$ cat src/rtl/cvt_irq_pkg.sv
package cvt_irq_pkg;
  localparam int unsigned ADDR_W = 5;
  localparam int unsigned VEC_W  = 8;
  localparam int unsigned CH_W   = 3;

  // address pages: addr[4:3] picks the page, addr[2:0] the channel
  localparam logic [1:0] PG_GLB = 2'b00;
  localparam logic [1:0] PG_CTL = 2'b01;
  localparam logic [1:0] PG_INP = 2'b10;
  localparam logic [1:0] PG_RES = 2'b11;
  localparam logic [CH_W-1:0] SEL_GLB = 3'd0;
  localparam logic [CH_W-1:0] SEL_VEC = 3'd1;

  // control register bit positions
  localparam int unsigned B_START = 0;
  localparam int unsigned B_IE    = 1;
  localparam int unsigned B_RDY   = 2;
  localparam int unsigned B_OVF   = 3;
  localparam int unsigned B_HI    = 4;
  localparam int unsigned B_TOG   = 5;
  localparam int unsigned CTL_W   = 6;

  localparam logic [VEC_W-1:0] VEC_NONE = 8'h00;
  localparam logic [VEC_W-1:0] VEC_OVF  = 8'h02;
endpackage

$ cat src/rtl/cvt_chan_state.sv
module cvt_chan_state
  import cvt_irq_pkg::*;
#(
  parameter int unsigned RES_W = 32
) (
  input  logic                 clk,
  input  logic                 rst_n,
  input  logic                 ctl_we,
  input  logic [CTL_W-1:0]     ctl_wd,
  input  logic                 inp_we,
  input  logic [7:0]           inp_wd,
  input  logic                 res_rd,
  input  logic                 smp,
  input  logic [RES_W-1:0]     smp_data,
  output logic                 rdy,
  output logic                 ovf,
  output logic                 ie,
  output logic [CTL_W-1:0]     ctl_q,
  output logic [7:0]           inp_q,
  output logic [RES_W/2-1:0]   win
);
  localparam int unsigned HALF = RES_W / 2;

  logic             ie_q, rdy_q, ovf_q, hi_q, tog_q;
  logic [1:0]       dly_q, skip_q;
  logic [2:0]       gain_q, isel_q;
  logic [RES_W-1:0] data_q;
  logic             restart;

  assign restart = (ctl_we && ctl_wd[B_START]) || inp_we;

  always_ff @(posedge clk) begin
    if (!rst_n) begin
      ie_q <= 1'b0; rdy_q <= 1'b0; ovf_q <= 1'b0; hi_q <= 1'b0; tog_q <= 1'b0;
      dly_q <= '0; skip_q <= '0; gain_q <= '0; isel_q <= '0; data_q <= '0;
    end else begin
      if (ctl_we) begin
        ie_q  <= ctl_wd[B_IE];
        hi_q  <= ctl_wd[B_HI];
        tog_q <= ctl_wd[B_TOG];
        if (!ctl_wd[B_RDY]) rdy_q <= 1'b0;
        if (!ctl_wd[B_OVF]) ovf_q <= 1'b0;
      end
      if (inp_we) begin
        dly_q  <= inp_wd[1:0];
        gain_q <= inp_wd[4:2];
        isel_q <= inp_wd[7:5];
      end
      if (res_rd) begin
        rdy_q <= 1'b0;
        if (tog_q) hi_q <= ~hi_q;
      end
      // remaining suppressed results = 3 - delay code
      if (restart) skip_q <= inp_we ? ~inp_wd[1:0] : ~dly_q;
      if (smp) begin
        data_q <= smp_data;
        if (!restart) begin
          if (skip_q != 2'd0) begin
            skip_q <= skip_q - 2'd1;
          end else begin
            rdy_q <= 1'b1;
            if (rdy_q && !res_rd) ovf_q <= 1'b1;
          end
        end
      end
    end
  end

  assign rdy   = rdy_q;
  assign ovf   = ovf_q;
  assign ie    = ie_q;
  assign ctl_q = {tog_q, hi_q, ovf_q, rdy_q, ie_q, 1'b0};
  assign inp_q = {isel_q, gain_q, dly_q};
  assign win   = hi_q ? data_q[RES_W-1:HALF] : data_q[HALF-1:0];

  // an accepted, unsuppressed result leaves the ready flag set
  p_ready_set_r5: assert property (@(posedge clk) disable iff (!rst_n)
    (smp && !restart && skip_q == 2'd0) |=> rdy_q);
  // a window read with no new result clears the flag
  p_read_clears_r5: assert property (@(posedge clk) disable iff (!rst_n)
    (res_rd && !smp) |=> !rdy_q);
  // overflow falls only after a control write
  p_ovf_sw_only_r6: assert property (@(posedge clk) disable iff (!rst_n)
    $fell(ovf_q) |-> $past(ctl_we));
  // a suppressed result touches neither flag
  p_delay_masks_r7: assert property (@(posedge clk) disable iff (!rst_n)
    (smp && skip_q != 2'd0 && !ctl_we && !inp_we && !res_rd)
      |=> ($stable(rdy_q) && $stable(ovf_q)));
  // read and new result together keep the flag set
  p_read_and_new_r11: assert property (@(posedge clk) disable iff (!rst_n)
    (res_rd && smp && !restart && skip_q == 2'd0) |=> (rdy_q && $stable(ovf_q)));
endmodule

$ cat src/rtl/cvt_vec_prio.sv
module cvt_vec_prio
  import cvt_irq_pkg::*;
#(
  parameter int unsigned NCH = 7
) (
  input  logic             ovf_pend,
  input  logic [NCH-1:0]   ch_pend,
  output logic [VEC_W-1:0] vec
);
  always_comb begin
    vec = VEC_NONE;
    for (int i = NCH - 1; i >= 0; i--) begin
      if (ch_pend[i]) vec = VEC_W'(4 + 2 * i);
    end
    if (ovf_pend) vec = VEC_OVF;
  end
endmodule

$ cat src/rtl/cvt_irq_hub.sv
module cvt_irq_hub
  import cvt_irq_pkg::*;
#(
  parameter int unsigned NCH   = 7,
  parameter int unsigned RES_W = 32
) (
  input  logic                 clk,
  input  logic                 rst_n,
  input  logic                 reg_wr,
  input  logic                 reg_rd,
  input  logic [ADDR_W-1:0]    reg_addr,
  input  logic [7:0]           reg_wdata,
  output logic [RES_W/2-1:0]   reg_rdata,
  input  logic                 res_valid,
  input  logic [CH_W-1:0]      res_chan,
  input  logic [RES_W-1:0]     res_data,
  output logic                 irq
);
  localparam int unsigned DW = RES_W / 2;

  logic [1:0]      page;
  logic [CH_W-1:0] sel;
  logic            ovf_en_q, gie_q;
  logic [NCH-1:0]  rdy_v, ovf_v, ie_v, ctl_we, inp_we, res_rd, smp;
  logic [CTL_W-1:0] ctl_q [NCH];
  logic [7:0]       inp_q [NCH];
  logic [DW-1:0]    win   [NCH];
  logic            ovf_pend;
  logic [NCH-1:0]  ch_pend;
  logic [VEC_W-1:0] vec;

  assign page = reg_addr[ADDR_W-1:CH_W];
  assign sel  = reg_addr[CH_W-1:0];

  always_ff @(posedge clk) begin
    if (!rst_n) begin
      ovf_en_q <= 1'b0;
      gie_q    <= 1'b0;
    end else if (reg_wr && page == PG_GLB && sel == SEL_GLB) begin
      ovf_en_q <= reg_wdata[0];
      gie_q    <= reg_wdata[1];
    end
  end

  for (genvar c = 0; c < NCH; c++) begin : g_ch
    assign ctl_we[c] = reg_wr && page == PG_CTL && sel == CH_W'(c);
    assign inp_we[c] = reg_wr && page == PG_INP && sel == CH_W'(c);
    assign res_rd[c] = reg_rd && page == PG_RES && sel == CH_W'(c);
    assign smp[c]    = res_valid && res_chan == CH_W'(c);

    cvt_chan_state #(.RES_W(RES_W)) u_ch (
      .clk(clk), .rst_n(rst_n),
      .ctl_we(ctl_we[c]), .ctl_wd(reg_wdata[CTL_W-1:0]),
      .inp_we(inp_we[c]), .inp_wd(reg_wdata),
      .res_rd(res_rd[c]), .smp(smp[c]), .smp_data(res_data),
      .rdy(rdy_v[c]), .ovf(ovf_v[c]), .ie(ie_v[c]),
      .ctl_q(ctl_q[c]), .inp_q(inp_q[c]), .win(win[c])
    );
  end

  assign ovf_pend = ovf_en_q && (|ovf_v);
  assign ch_pend  = rdy_v & ie_v;

  cvt_vec_prio #(.NCH(NCH)) u_prio (
    .ovf_pend(ovf_pend), .ch_pend(ch_pend), .vec(vec)
  );

  assign irq = gie_q && (ovf_pend || (|ch_pend));

  always_comb begin
    reg_rdata = '0;
    unique case (page)
      PG_GLB: begin
        if (sel == SEL_GLB)      reg_rdata = DW'({gie_q, ovf_en_q});
        else if (sel == SEL_VEC) reg_rdata = DW'(vec);
      end
      PG_CTL: for (int c = 0; c < NCH; c++) if (sel == CH_W'(c)) reg_rdata = DW'(ctl_q[c]);
      PG_INP: for (int c = 0; c < NCH; c++) if (sel == CH_W'(c)) reg_rdata = DW'(inp_q[c]);
      default: for (int c = 0; c < NCH; c++) if (sel == CH_W'(c)) reg_rdata = win[c];
    endcase
  end

  // a vector access alone changes no flag
  p_vec_access_r4: assert property (@(posedge clk) disable iff (!rst_n)
    ((reg_rd || reg_wr) && page == PG_GLB && sel == SEL_VEC && !res_valid)
      |=> ($stable(rdy_v) && $stable(ovf_v)));
  // a nonzero vector with the global enable raises the line
  p_irq_follows_r10: assert property (@(posedge clk) disable iff (!rst_n)
    (gie_q && vec != VEC_NONE) |-> irq);
  // overflow always wins the vector
  p_ovf_top_r2: assert property (@(posedge clk) disable iff (!rst_n)
    (ovf_en_q && (|ovf_v)) |-> (vec == VEC_OVF));
endmodule

$ cat config.mk
export PLATFORM = sky130hd
export DESIGN_NAME = cvt_irq_hub
export DESIGN_NICKNAME = d
export VERILOG_FILES = /design/src/rtl/cvt_irq_pkg.sv /design/src/rtl/cvt_chan_state.sv /design/src/rtl/cvt_vec_prio.sv /design/src/rtl/cvt_irq_hub.sv
export SDC_FILE = /design/constraint.sdc
export NUM_CORES = 1
export LEC_CHECK = 0
export BUFFER_PORTS_ARGS = -buffer_cell sky130_fd_sc_hd__buf_2
export CAP_MARGIN = 40
export CORE_AREA = 2 2 183 185
export DETAILED_ROUTE_END_ITERATION = 12
export DIE_AREA = 0 0 185 187
export HOLD_SLACK_MARGIN = 0.08
export PLACE_DENSITY = 0.66
export SLEW_MARGIN = 20
export SYNTH_ARGS = -nofsm -noshare
export SYNTH_HDL_FRONTEND = slang
export SYNTH_SLANG_ARGS = --single-unit
export TNS_END_PERCENT = 10
$ cat constraint.sdc
create_clock -name clk -period 3.1 [get_ports clk]
set_clock_uncertainty 0.2 [all_clocks]
set_input_delay 0.155 -clock clk [delete_from_list [all_inputs] [get_ports clk]]
set_output_delay 0.155 -clock clk [all_outputs]
set_load 0.01 [all_outputs]
==> results of run 1 <==
report_power, final:
part,switching [mW],internal [mW]
registers,0.0477,4.33
clock network,1.83,2.61
logic,0.529,0.300
total,2.41,7.25
cell usage after synthesis, drive strengths merged (3+ instances only):
cell / count / area share [%]
a211oi: 32 / 1.5
a21boi: 307 / 14
a21oi: 42 / 1.3
a221o: 7 / 0.43
a221oi: 8 / 0.43
a22o: 5 / 0.27
a22oi: 6 / 0.28
a2bb2oi: 3 / 0.16
a32oi: 3 / 0.16
and2: 12 / 0.47
and3: 8 / 0.31
buf: 63 / 2.1
clkbuf: 103 / 2.6
dfxtp: 331 / 41
inv: 4 / 0.093
mux2: 8 / 0.56
mux2i: 104 / 6.5
mux4: 6 / 0.84
nand2: 628 / 15
nand2b: 5 / 0.19
nand3: 34 / 1.1
nand3b: 3 / 0.14
nand4: 6 / 0.23
nand4b: 4 / 0.22
nand4bb: 3 / 0.21
nor2: 31 / 0.75
nor2b: 42 / 1.6
nor3: 9 / 0.31
nor4bb: 4 / 0.25
o211ai: 14 / 0.65
o21ai: 77 / 2.4
o21bai: 4 / 0.19
o221ai: 8 / 0.43
o22ai: 24 / 0.93
o311a: 7 / 0.43
o31ai: 3 / 0.14
or2: 3 / 0.12
layout make-up:
| class | instances | area (um^2) |
|---|---|---|
| multi-input cells | 1490 | 8820 |
| clock buffers | 55 | 1080 |
| clock inverters | 14 | 146 |
| inverters | 4 | 15.0 |
| diodes | 1 | 2.50 |
| fillers | 3093 | 14200 |
| repair buffers | 180 | 1360 |
| flip-flops and latches | 331 | 6630 |
| well taps | 448 | 561 |
layer usage:
layer	wire length (um)	vias up	GRT usage, %
met5	0	-	0
li1	-	6973	-
met2	26200	665	53.0
met4	2440	0	13.2
met3	4200	149	4.50
met1	22500	7043	40.9
through the flow:
step	cell area (um^2)	power (mW)	hold slack, ns	TNS (ns)
after floorplan	16100	4.91	0.0898	0
after global placement	16900	5.22	0.237	0
after detailed placement	16900	5.23	0.240	0
after CTS	18600	9.66	0.0869	0
after global routing	18600	9.91	0.147	-0.0145
final	18600	9.65	0.101	0
kinds of logic after synthesis:
group           after synthesis  synth area share [%]
buf+inv                     170                  4.75
simple gates                805                  21.3
compound gates              567                  25.0
mux                         118                  7.85
flops                       331                  41.1
worst min path at each step:
stage | to | cells after the start
6_report | g_ch[3].u_ch.rdy$_SDFF_PN0_ | 5
5_1_grt | g_ch[6].u_ch.tog_q$_SDFFE_PN0N_ | 5
4_1_cts | g_ch[6].u_ch.ie$_SDFFE_PN0N_ | 5
3_5_place_dp | g_ch[6].u_ch.data_q[6]$_SDFFE_PN0P_ | 2
3_3_place_gp | g_ch[6].u_ch.data_q[6]$_SDFFE_PN0P_ | 2
2_1_floorplan | g_ch[6].u_ch.data_q[6]$_SDFFE_PN0P_ | 2
flip-flops by register name, summed over array words and instances (netlist names):
name,flops
g_ch.u_ch.data_q,224
g_ch.u_ch.gain_q,21
g_ch.u_ch.isel_q,21
g_ch.u_ch.dly_q,14
g_ch.u_ch.skip_q,14
g_ch.u_ch.hi_q,7
g_ch.u_ch.ie,7
g_ch.u_ch.ovf,7
g_ch.u_ch.rdy,7
g_ch.u_ch.tog_q,7
gie_q,1
ovf_en_q,1
repair_timing:
action | 4_1_cts | 5_1_grt
setup buffers | 0 | 0
hold buffers | 45 | 0
hold endpoints to repair | 323 | 0
setup endpoints to repair | 2 | 2
resized for setup | 2 | 1
critical path, stage by stage, from the launching register on:
cell      delay, ns
dfxtp_1        0.37
or4_4          0.54
o41ai_4        0.38
o21ai_0        0.17
a21oi_1        0.22
o311ai_0       0.28
buf_2          0.26
==> flow_metrics.tcl, run 1 <==
set metrics [dict create \
    fin_crit_sh_pct 100 \
    final-hold-violation-count 0 \
    critPathKind "reg -> out" \
    syn_area_mm2 0.0161 \
    dp_slack_ns 0.451 \
    cts.sinks 331 \
    overflow 0 \
    drc_errors 0 \
    power.density_mw_per_mm2 518 \
    async_reset_ff_share_pct 0 \
    nets 2098 \
    min-delay-start "res_chan[0]" \
    stdcell_count 2523 \
    relSlewSlack_pct 38.5 \
    ioPinCount 70 \
    mostFrequentLayoutCell "nand2_1" \
    crit_start "g_ch[5].u_ch.ovf$_SDFF_PN0_" \
    cp_data_arrival_time_ns 2.74 \
    die_y_um 187 \
    grt_start_max_net_pins 113 \
    grt_pass1_vias 14400 \
    htreeDepth 2 \
    place.detailed.hpwl_um 36800 \
    numPortBuffers 69 \
    yosys_most_used_dff "dfxtp_1" \
    yosys_warnings 0 \
    timing.final.ws_setup_ns 0.000204 \
    wl_per_cell_um 22.0 \
    status "complete, no violations" \
    wl_um 55400 \
    root_buffer "clkbuf_16" \
    rsz0062_at_grt "yes" \
    crit_path_end "reg_rdata[1]" \
    cts_tree "built" \
    coreArea_mm2 0.0329 \
    numCtsBuffers 38 \
    tightest_slew_ns 0.920 \
    crit-reg2reg-capture "g_ch[5].u_ch.hi_q$_SDFF_PN0_" \
    slew_viol_final 0 \
    grt_pass1_wl_um 84500 \
    setup.worst_path.end_class "output port" \
    synth-seq-cells 331 \
    dieWidth_um 185 \
    grtUsageTotal_pct 31.7 \
    fmax_mhz 323 \
    path_clk_slew_ns 0.06 \
    layout_min_cycle_time_ns 3.10 \
    place.gp.congestion 1.02 \
    crit_fanout 4 \
    worst_ep_required_time_ns 2.74 \
    startpoint_type "flip-flop" \
    p_leak_nw 6.18 \
    clk_latency_ns 0.53 \
    grt_antenna_before_repair 1 \
    cts_buffer_depth 3 \
    hp-class "in -> reg" \
    ant_nets 0 \
    r2r-start "g_ch[5].u_ch.hi_q$_SDFF_PN0_" \
    rows 67 \
    syn-instance-count 1991 \
    dr_total_vias 14800 \
    initialDrtViolationCount 1673 \
    setup_viol 0 \
    synth_area_per_cell_um2 8.10 \
    vdd_drop_max_uv 350 \
    drv_cap 0 \
    start_util_pct 49.1 \
    r2r_slack_ns 1.44 \
    synth_enable_flop_cells 0 \
    place_inst 2408 \
    fin_util_pct 56.7 \
    reg2reg_depth 4 \
    drtPass1Iterations 8 \
    synth_cell_types 71 \
    layout_common_cells "628 x nand2_1, 328 x dfxtp_1, 295 x a21boi_0" \
    seq_area_frac_synth_pct 41.1 \
    drive_gt1_share_pct 11.2 \
    dieArea_mm2 0.0346 \
    via_per_inst 5.88 \
    areaGrowthSynthToFinish_pct 15.4 \
    syn_nets 2044 \
]
(Power assumes the default switching activity.)
==> run 2: changes to the inputs <==
--- a/config.mk
+++ b/config.mk
@@ -5,13 +5,14 @@
 export SDC_FILE = /design/constraint.sdc
 export NUM_CORES = 1
 export LEC_CHECK = 0
-export BUFFER_PORTS_ARGS = -buffer_cell sky130_fd_sc_hd__buf_2
+export BUFFER_PORTS_ARGS = -buffer_cell sky130_fd_sc_hd__buf_4
 export CAP_MARGIN = 40
 export CORE_AREA = 2 2 183 185
 export DETAILED_ROUTE_END_ITERATION = 12
 export DIE_AREA = 0 0 185 187
 export HOLD_SLACK_MARGIN = 0.08
 export PLACE_DENSITY = 0.66
+export SKIP_LAST_GASP = 1
 export SLEW_MARGIN = 20
 export SYNTH_ARGS = -nofsm -noshare
 export SYNTH_HDL_FRONTEND = slang
==> run 2 against run 1 <==
  * Flip-flop and latch count did not move
  * Register-to-register slack about the same
  * Critical endpoint is now reg_rdata[6]
  * Sequential power about the same
  * Critical path depth unchanged
  * Combinational power grew 3.5%
  * Routed wire length grew 1.2%
  * Global-route usage grew 0.46 points
==> flow_metrics.tcl, run 2 (same netlist as run 1, synthesis figures left out) <==
set metrics [dict create \
    fmax_mhz 329 \
    hp-class "in -> reg" \
    mostFrequentLayoutCell "nand2_1" \
    cts.sinks 331 \
    worst_ep_required_time_ns 2.74 \
    rsz0062_at_grt "yes" \
    critPathKind "reg -> out" \
    path_clk_slew_ns 0.07 \
    crit_chain "buf_4, mux2i_1, o21ai_0, a21oi_1, o31ai_1, buf_4" \
    rows 67 \
    grt_pass1_vias 14500 \
    slew_viol_final 0 \
    dieArea_mm2 0.0346 \
    cts_buffer_depth 3 \
    reg2reg_depth 3 \
    largest_reg_flops 224 \
    drtPass1Iterations 6 \
    initialDrtViolationCount 1504 \
    numPortBuffers 69 \
    p_int_mw 7.29 \
    p_leak_nw 6.21 \
    drc_errors 0 \
    post_cts_buffers 0 \
    final-hold-violation-count 0 \
    layout_common_cells "628 x nand2_1, 329 x dfxtp_1, 295 x a21boi_0" \
    vdd_drop_max_uv 559 \
    ioPinCount 70 \
    setup_viol 0 \
    fillers 3041 \
    cp_data_arrival_time_ns 2.69 \
    drv_cap 0 \
    swShare_pct 24.6 \
    relSlewSlack_pct 43.5 \
    min_to "g_ch[1].u_ch.skip_q[1]$_SDFF_PN0_" \
    dieWidth_um 185 \
    fin_crit_sh_pct 98.2 \
    wl_per_cell_um 22.2 \
    cts_tree "built" \
    min-delay-start "res_chan[0]" \
    seqPwrFrac_pct 45.3 \
    place_area_mm2 0.0171 \
    wl_um 56100 \
    areaGrowthSynthToFinish_pct 16.5 \
    grtUsageTotal_pct 32.2 \
    grt_antenna_before_repair 0 \
    top_regs "g_ch.u_ch.data_q x224, g_ch.u_ch.gain_q x21, g_ch.u_ch.isel_q x21" \
    coreArea_mm2 0.0329 \
    power.density_mw_per_mm2 515 \
    r2r_slack_ns 1.45 \
    dr_total_vias 14900 \
    nets 2099 \
    ant_nets 0 \
    grt_pass1_wl_um 85100 \
    drive_gt1_share_pct 10.9 \
    clk_latency_ns 0.55 \
    r2r-start "g_ch[2].u_ch.hi_q$_SDFF_PN0_" \
    htreeDepth 2 \
    cp_slowest_cell "dfxtp_1" \
    design_area_mm2 0.0188 \
    antenna-diode-count 0 \
    combPwrFrac_pct 8.9 \
    die_y_um 187 \
    status "complete, no violations" \
    holdPathStages 5 \
    overflow 0 \
    via_per_inst 5.93 \
    setup.worst_path.end_class "output port" \
    layout_min_cycle_time_ns 3.04 \
    crit_top_cell "buf_4" \
    place.gp.congestion 0.996 \
    numCtsBuffers 37 \
    root_buffer "clkbuf_16" \
    place.detailed.hpwl_um 37100 \
    crit-reg2reg-capture "g_ch[2].u_ch.hi_q$_SDFF_PN0_" \
    top_register "g_ch.u_ch.data_q" \
    cpPeakStageDelay_ns 0.82 \
    grt_start_max_net_pins 106 \
    worst_hold_slack_ns 0.0921 \
    startpoint_type "flip-flop" \
    tightest_slew_ns 0.846 \
    crit_fanout 10 \
    p_switching_mw 2.38 \
    start_util_pct 49.1 \
    pwr-share-clk_pct 45.8 \
    crit_start "g_ch[2].u_ch.hi_q$_SDFF_PN0_" \
]
## run 2: critical path: cells and delay by family (launching register included)
family | cells | cell delay (ns)
AO/OA/AOI/OAI | 3 | 0.66
buffers and inverters | 2 | 0.56
multiplexers | 1 | 0.10
flip-flops | 1 | 0.82
## run 2: final cells by class
| type | instances | area [um^2] | area share [%] |
|---|---|---|---|
| Timing Repair Buffer | 182 | 1540 | 8.21 |
| Multi-Input combinational cell | 1490 | 8820 | 47.0 |
| Inverter | 4 | 15.0 | 0.0799 |
| Sequential cell | 331 | 6630 | 35.3 |
| Clock buffer | 57 | 1110 | 5.92 |
| Tap cell | 448 | 561 | 2.98 |
| Clock inverter | 8 | 104 | 0.553 |
## run 2: per-layer routing
| layer | up-vias | global-route usage, % | wire, um |
|---|---|---|---|
| met1 | 7124 | 39.5 | 22500 |
| met4 | 0 | 16.2 | 2880 |
| met5 | - | 0 | 0 |
| li1 | 6989 | - | - |
| met3 | 177 | 5.51 | 3950 |
| met2 | 649 | 54.1 | 26800 |
## run 2: stage by stage
| step | setup WS, ns | TNS, ns | util (%) | power (mW) | cells |
|---|---|---|---|---|---|
| final | 0.0570 | 0 | 57.2 | 9.67 | 2520 |
| after global routing | -0.000637 | -0.000637 | 57.2 | 9.93 | 2520 |
| after CTS | 0.0250 | 0 | 57.2 | 9.69 | 2520 |
| after detailed placement | 0.394 | 0 | 52.0 | 5.26 | 2406 |
| after global placement | 0.391 | 0 | 52.0 | 5.25 | 2406 |
| after floorplan | 1.08 | 0 | - | 4.91 | 1991 |
## run 2: repair_timing
action	CTS	global route
hold buffers	49	0
hold endpoints to repair	331	0
endpoints found under the setup margin	1	5
resized for setup	1	2
pin swaps	0	0
## run 2: how the worst max path moves through the flow
stage                     depth (start not counted)       endpoint
final                                             6   reg_rdata[6]
after global routing                              6   reg_rdata[6]
after CTS                                         7   reg_rdata[3]
after detailed placement                          7   reg_rdata[1]
after global placement                            7  reg_rdata[15]
after floorplan                                   5   reg_rdata[4]
## run 2: power groups by stage
stage | sequential, mW | combinational [mW] | clock (mW)
global placement | 4.47 | 0.781 | 0
CTS | 4.38 | 0.840 | 4.47
floorplan | 4.45 | 0.455 | 0
global route | 4.39 | 0.912 | 4.63
finish | 4.38 | 0.858 | 4.43
detailed placement | 4.47 | 0.787 | 0
==> run 3: changes to the inputs <==
--- a/config.mk
+++ b/config.mk
@@ -10,6 +10,7 @@
 export CORE_AREA = 2 2 183 185
 export DETAILED_ROUTE_END_ITERATION = 12
 export DIE_AREA = 0 0 185 187
+export GPL_TIMING_DRIVEN = 0
 export HOLD_SLACK_MARGIN = 0.08
 export PLACE_DENSITY = 0.66
 export SKIP_LAST_GASP = 1
==> run 3 against run 2 <==
  * The flow now finishes with violations (setup timing)
  * Critical endpoint is now reg_rdata[15]
  * Clock-buffer cell count is 4 higher
  * Via count grew 4.8%
  * Cell count grew 4.1%
  * Core utilization grew 0.53 points
  * Combinational power up 11%
  * Power increased by 2.1%
  * Die area unchanged
  * Fmax is 3.7% lower
==> flow_metrics.tcl, run 3 (same netlist as run 1, synthesis figures left out) <==
set metrics [dict create \
    cp_num_cells 7 \
    p_leak_nw 6.26 \
    critPathKind "reg -> out" \
    worst_ep_required_time_ns 2.74 \
    vdd_drop_max_uv 417 \
    grt_pass1_wl_um 93900 \
    r2r-start "g_ch[0].u_ch.hi_q$_SDFF_PN0_" \
    cp_data_arrival_time_ns 2.80 \
    post_cts_buffers 0 \
    htreeDepth 2 \
    dr_total_vias 15700 \
    final-hold-violation-count 0 \
    cp_slowest_cell "a211oi_1" \
    ioPinCount 70 \
    drtPass1Iterations 6 \
    ant_nets 0 \
    tightest_slew_ns 0.921 \
    power.density_mw_per_mm2 521 \
    path_clk_slew_ns 0.05 \
    worst_hold_slack_ns 0.127 \
    critical_path_buf_inv_count 3 \
    relSlewSlack_pct 37.8 \
    setup.worst_path.end_class "output port" \
    r2r_slack_ns 1.27 \
    violations "setup timing" \
    min-delay-start "reg_addr[0]" \
    drc_errors 0 \
    cts_buffer_depth 3 \
    antenna-diode-count 0 \
    crit-reg2reg-capture "g_ch[0].u_ch.hi_q$_SDFF_PN0_" \
    layout_common_cells "628 x nand2_1, 331 x dfxtp_1, 295 x a21boi_0" \
    largest_reg_flops 224 \
    clk_latency_ns 0.53 \
    reg2reg_depth 5 \
    nets 2202 \
    combPwrFrac_pct 9.6 \
    cpPeakStageDelay_ns 0.41 \
    place_area_mm2 0.0172 \
    cts_tree "built" \
    root_buffer "clkbuf_16" \
    hp-class "in -> reg" \
    grt_pass1_vias 15000 \
    grt_start_max_net_pins 13 \
    cp_top_family "compound AO/OA/AOI/OAI gates" \
    min_to "g_ch[6].u_ch.tog_q$_SDFFE_PN0N_" \
    swShare_pct 25.8 \
    overflow 0 \
    place.detailed.hpwl_um 47800 \
    top_register "g_ch.u_ch.data_q" \
    place.gp.congestion 1.03 \
    cts.sinks 331 \
    initialDrtViolationCount 1699 \
    layout_min_cycle_time_ns 3.16 \
    status "finished with violations" \
    wl_um 63300 \
    timing.final.ws_setup_ns -0.0584 \
    pwr-share-clk_pct 46.0 \
    grt_antenna_before_repair 0 \
    p_switching_mw 2.55 \
    start_util_pct 49.1 \
    slew_viol_final 0 \
    fmax_mhz 317 \
    numPortBuffers 67 \
    coreArea_mm2 0.0329 \
    drv_cap 0 \
    drive_gt1_share_pct 9.66 \
    grtUsageTotal_pct 36.7 \
    setup_viol 6 \
    areaGrowthSynthToFinish_pct 17.5 \
    die_y_um 187 \
    crit_chain "buf_2, buf_2, a211oi_1, a211oi_1, o21ai_0, a21oi_1, buf_4" \
    startpoint_type "flip-flop" \
    dieArea_mm2 0.0346 \
    rsz0062_at_grt "yes" \
    via_per_inst 5.97 \
    fin_crit_sh_pct 102 \
    mostFrequentLayoutCell "nand2_1" \
    rows 67 \
    wl_per_cell_um 24.1 \
    seqPwrFrac_pct 44.3 \
    p_int_mw 7.32 \
    crit_fanout 10 \
    holdPathStages 5 \
    design_area_mm2 0.0190 \
    top_regs "g_ch.u_ch.data_q x224, g_ch.u_ch.gain_q x21, g_ch.u_ch.isel_q x21" \
    numCtsBuffers 39 \
    dieWidth_um 185 \
]
-- run 3: worst max path at each step --
stage,end,from
2_1_floorplan,reg_rdata[4],g_ch[2].u_ch.ovf$_SDFF_PN0_
3_3_place_gp,reg_rdata[1],reg_addr[1]
3_5_place_dp,reg_rdata[1],reg_addr[1]
4_1_cts,reg_rdata[4],g_ch[2].u_ch.ovf$_SDFF_PN0_
5_1_grt,reg_rdata[7],g_ch[0].u_ch.hi_q$_SDFF_PN0_
6_report,reg_rdata[15],g_ch[0].u_ch.hi_q$_SDFF_PN0_
-- run 3: worst register-to-register path: stages (launching register included) --
cell and delay, ns:
dfxtp_1 0.40, buf_2 0.28, buf_2 0.34, o211ai_1 0.14, o31a_1 0.12, a21boi_0 0.24
-- run 3: power by group through the flow --
stage	clock network, mW	registers [mW]	logic (mW)
after global routing	4.75	4.38	0.992
after global placement	0	4.47	0.865
after detailed placement	0	4.47	0.871
after floorplan	0	4.45	0.455
after CTS	4.56	4.38	0.923
final	4.54	4.38	0.952
-- run 3: per-stage QoR --
stage	setup TNS [ns]	total power [mW]	worst slack, ns	cells	util, %
detailed placement	0	5.34	0.199	2506	52.3
floorplan	0	4.91	1.08	1991	-
global route	-0.370	10.1	-0.0966	2623	57.7
global placement	0	5.33	0.124	2506	52.3
finish	-0.271	9.87	-0.0584	2623	57.7
CTS	-0.0347	9.86	-0.0347	2623	57.7
-- run 3: routing by layer --
| metal | share of wire, % | vias to the layer above | global-route usage (%) |
|---|---|---|---|
| li1 | - | 7205 | - |
| met1 | 40 | 7424 | 46.5 |
| met2 | 45 | 790 | 59.0 |
| met3 | 7.0 | 240 | 4.26 |
| met4 | 7.8 | 0 | 23.6 |
| met5 | 0 | - | 0 |
-- run 3: layout make-up --
| class | instances | area [um^2] |
|---|---|---|
| Fill cell | 3100 | 13900 |
| Multi-Input combinational cell | 1490 | 8750 |
| Sequential cell | 331 | 6630 |
| Clock buffer | 61 | 1160 |
| Timing Repair Buffer | 117 | 1000 |
| Buffer | 166 | 752 |
| Tap cell | 448 | 561 |
| Clock inverter | 6 | 98.8 |
| Inverter | 4 | 15.0 |
-- run 3: timing repair --
| action | 4_1_cts | 5_1_grt |
|---|---|---|
| resized for setup | 1 | 1 |
| endpoints found under the setup margin | 3 | 8 |
| hold endpoints to repair | 277 | 0 |
| hold buffers | 50 | 0 |
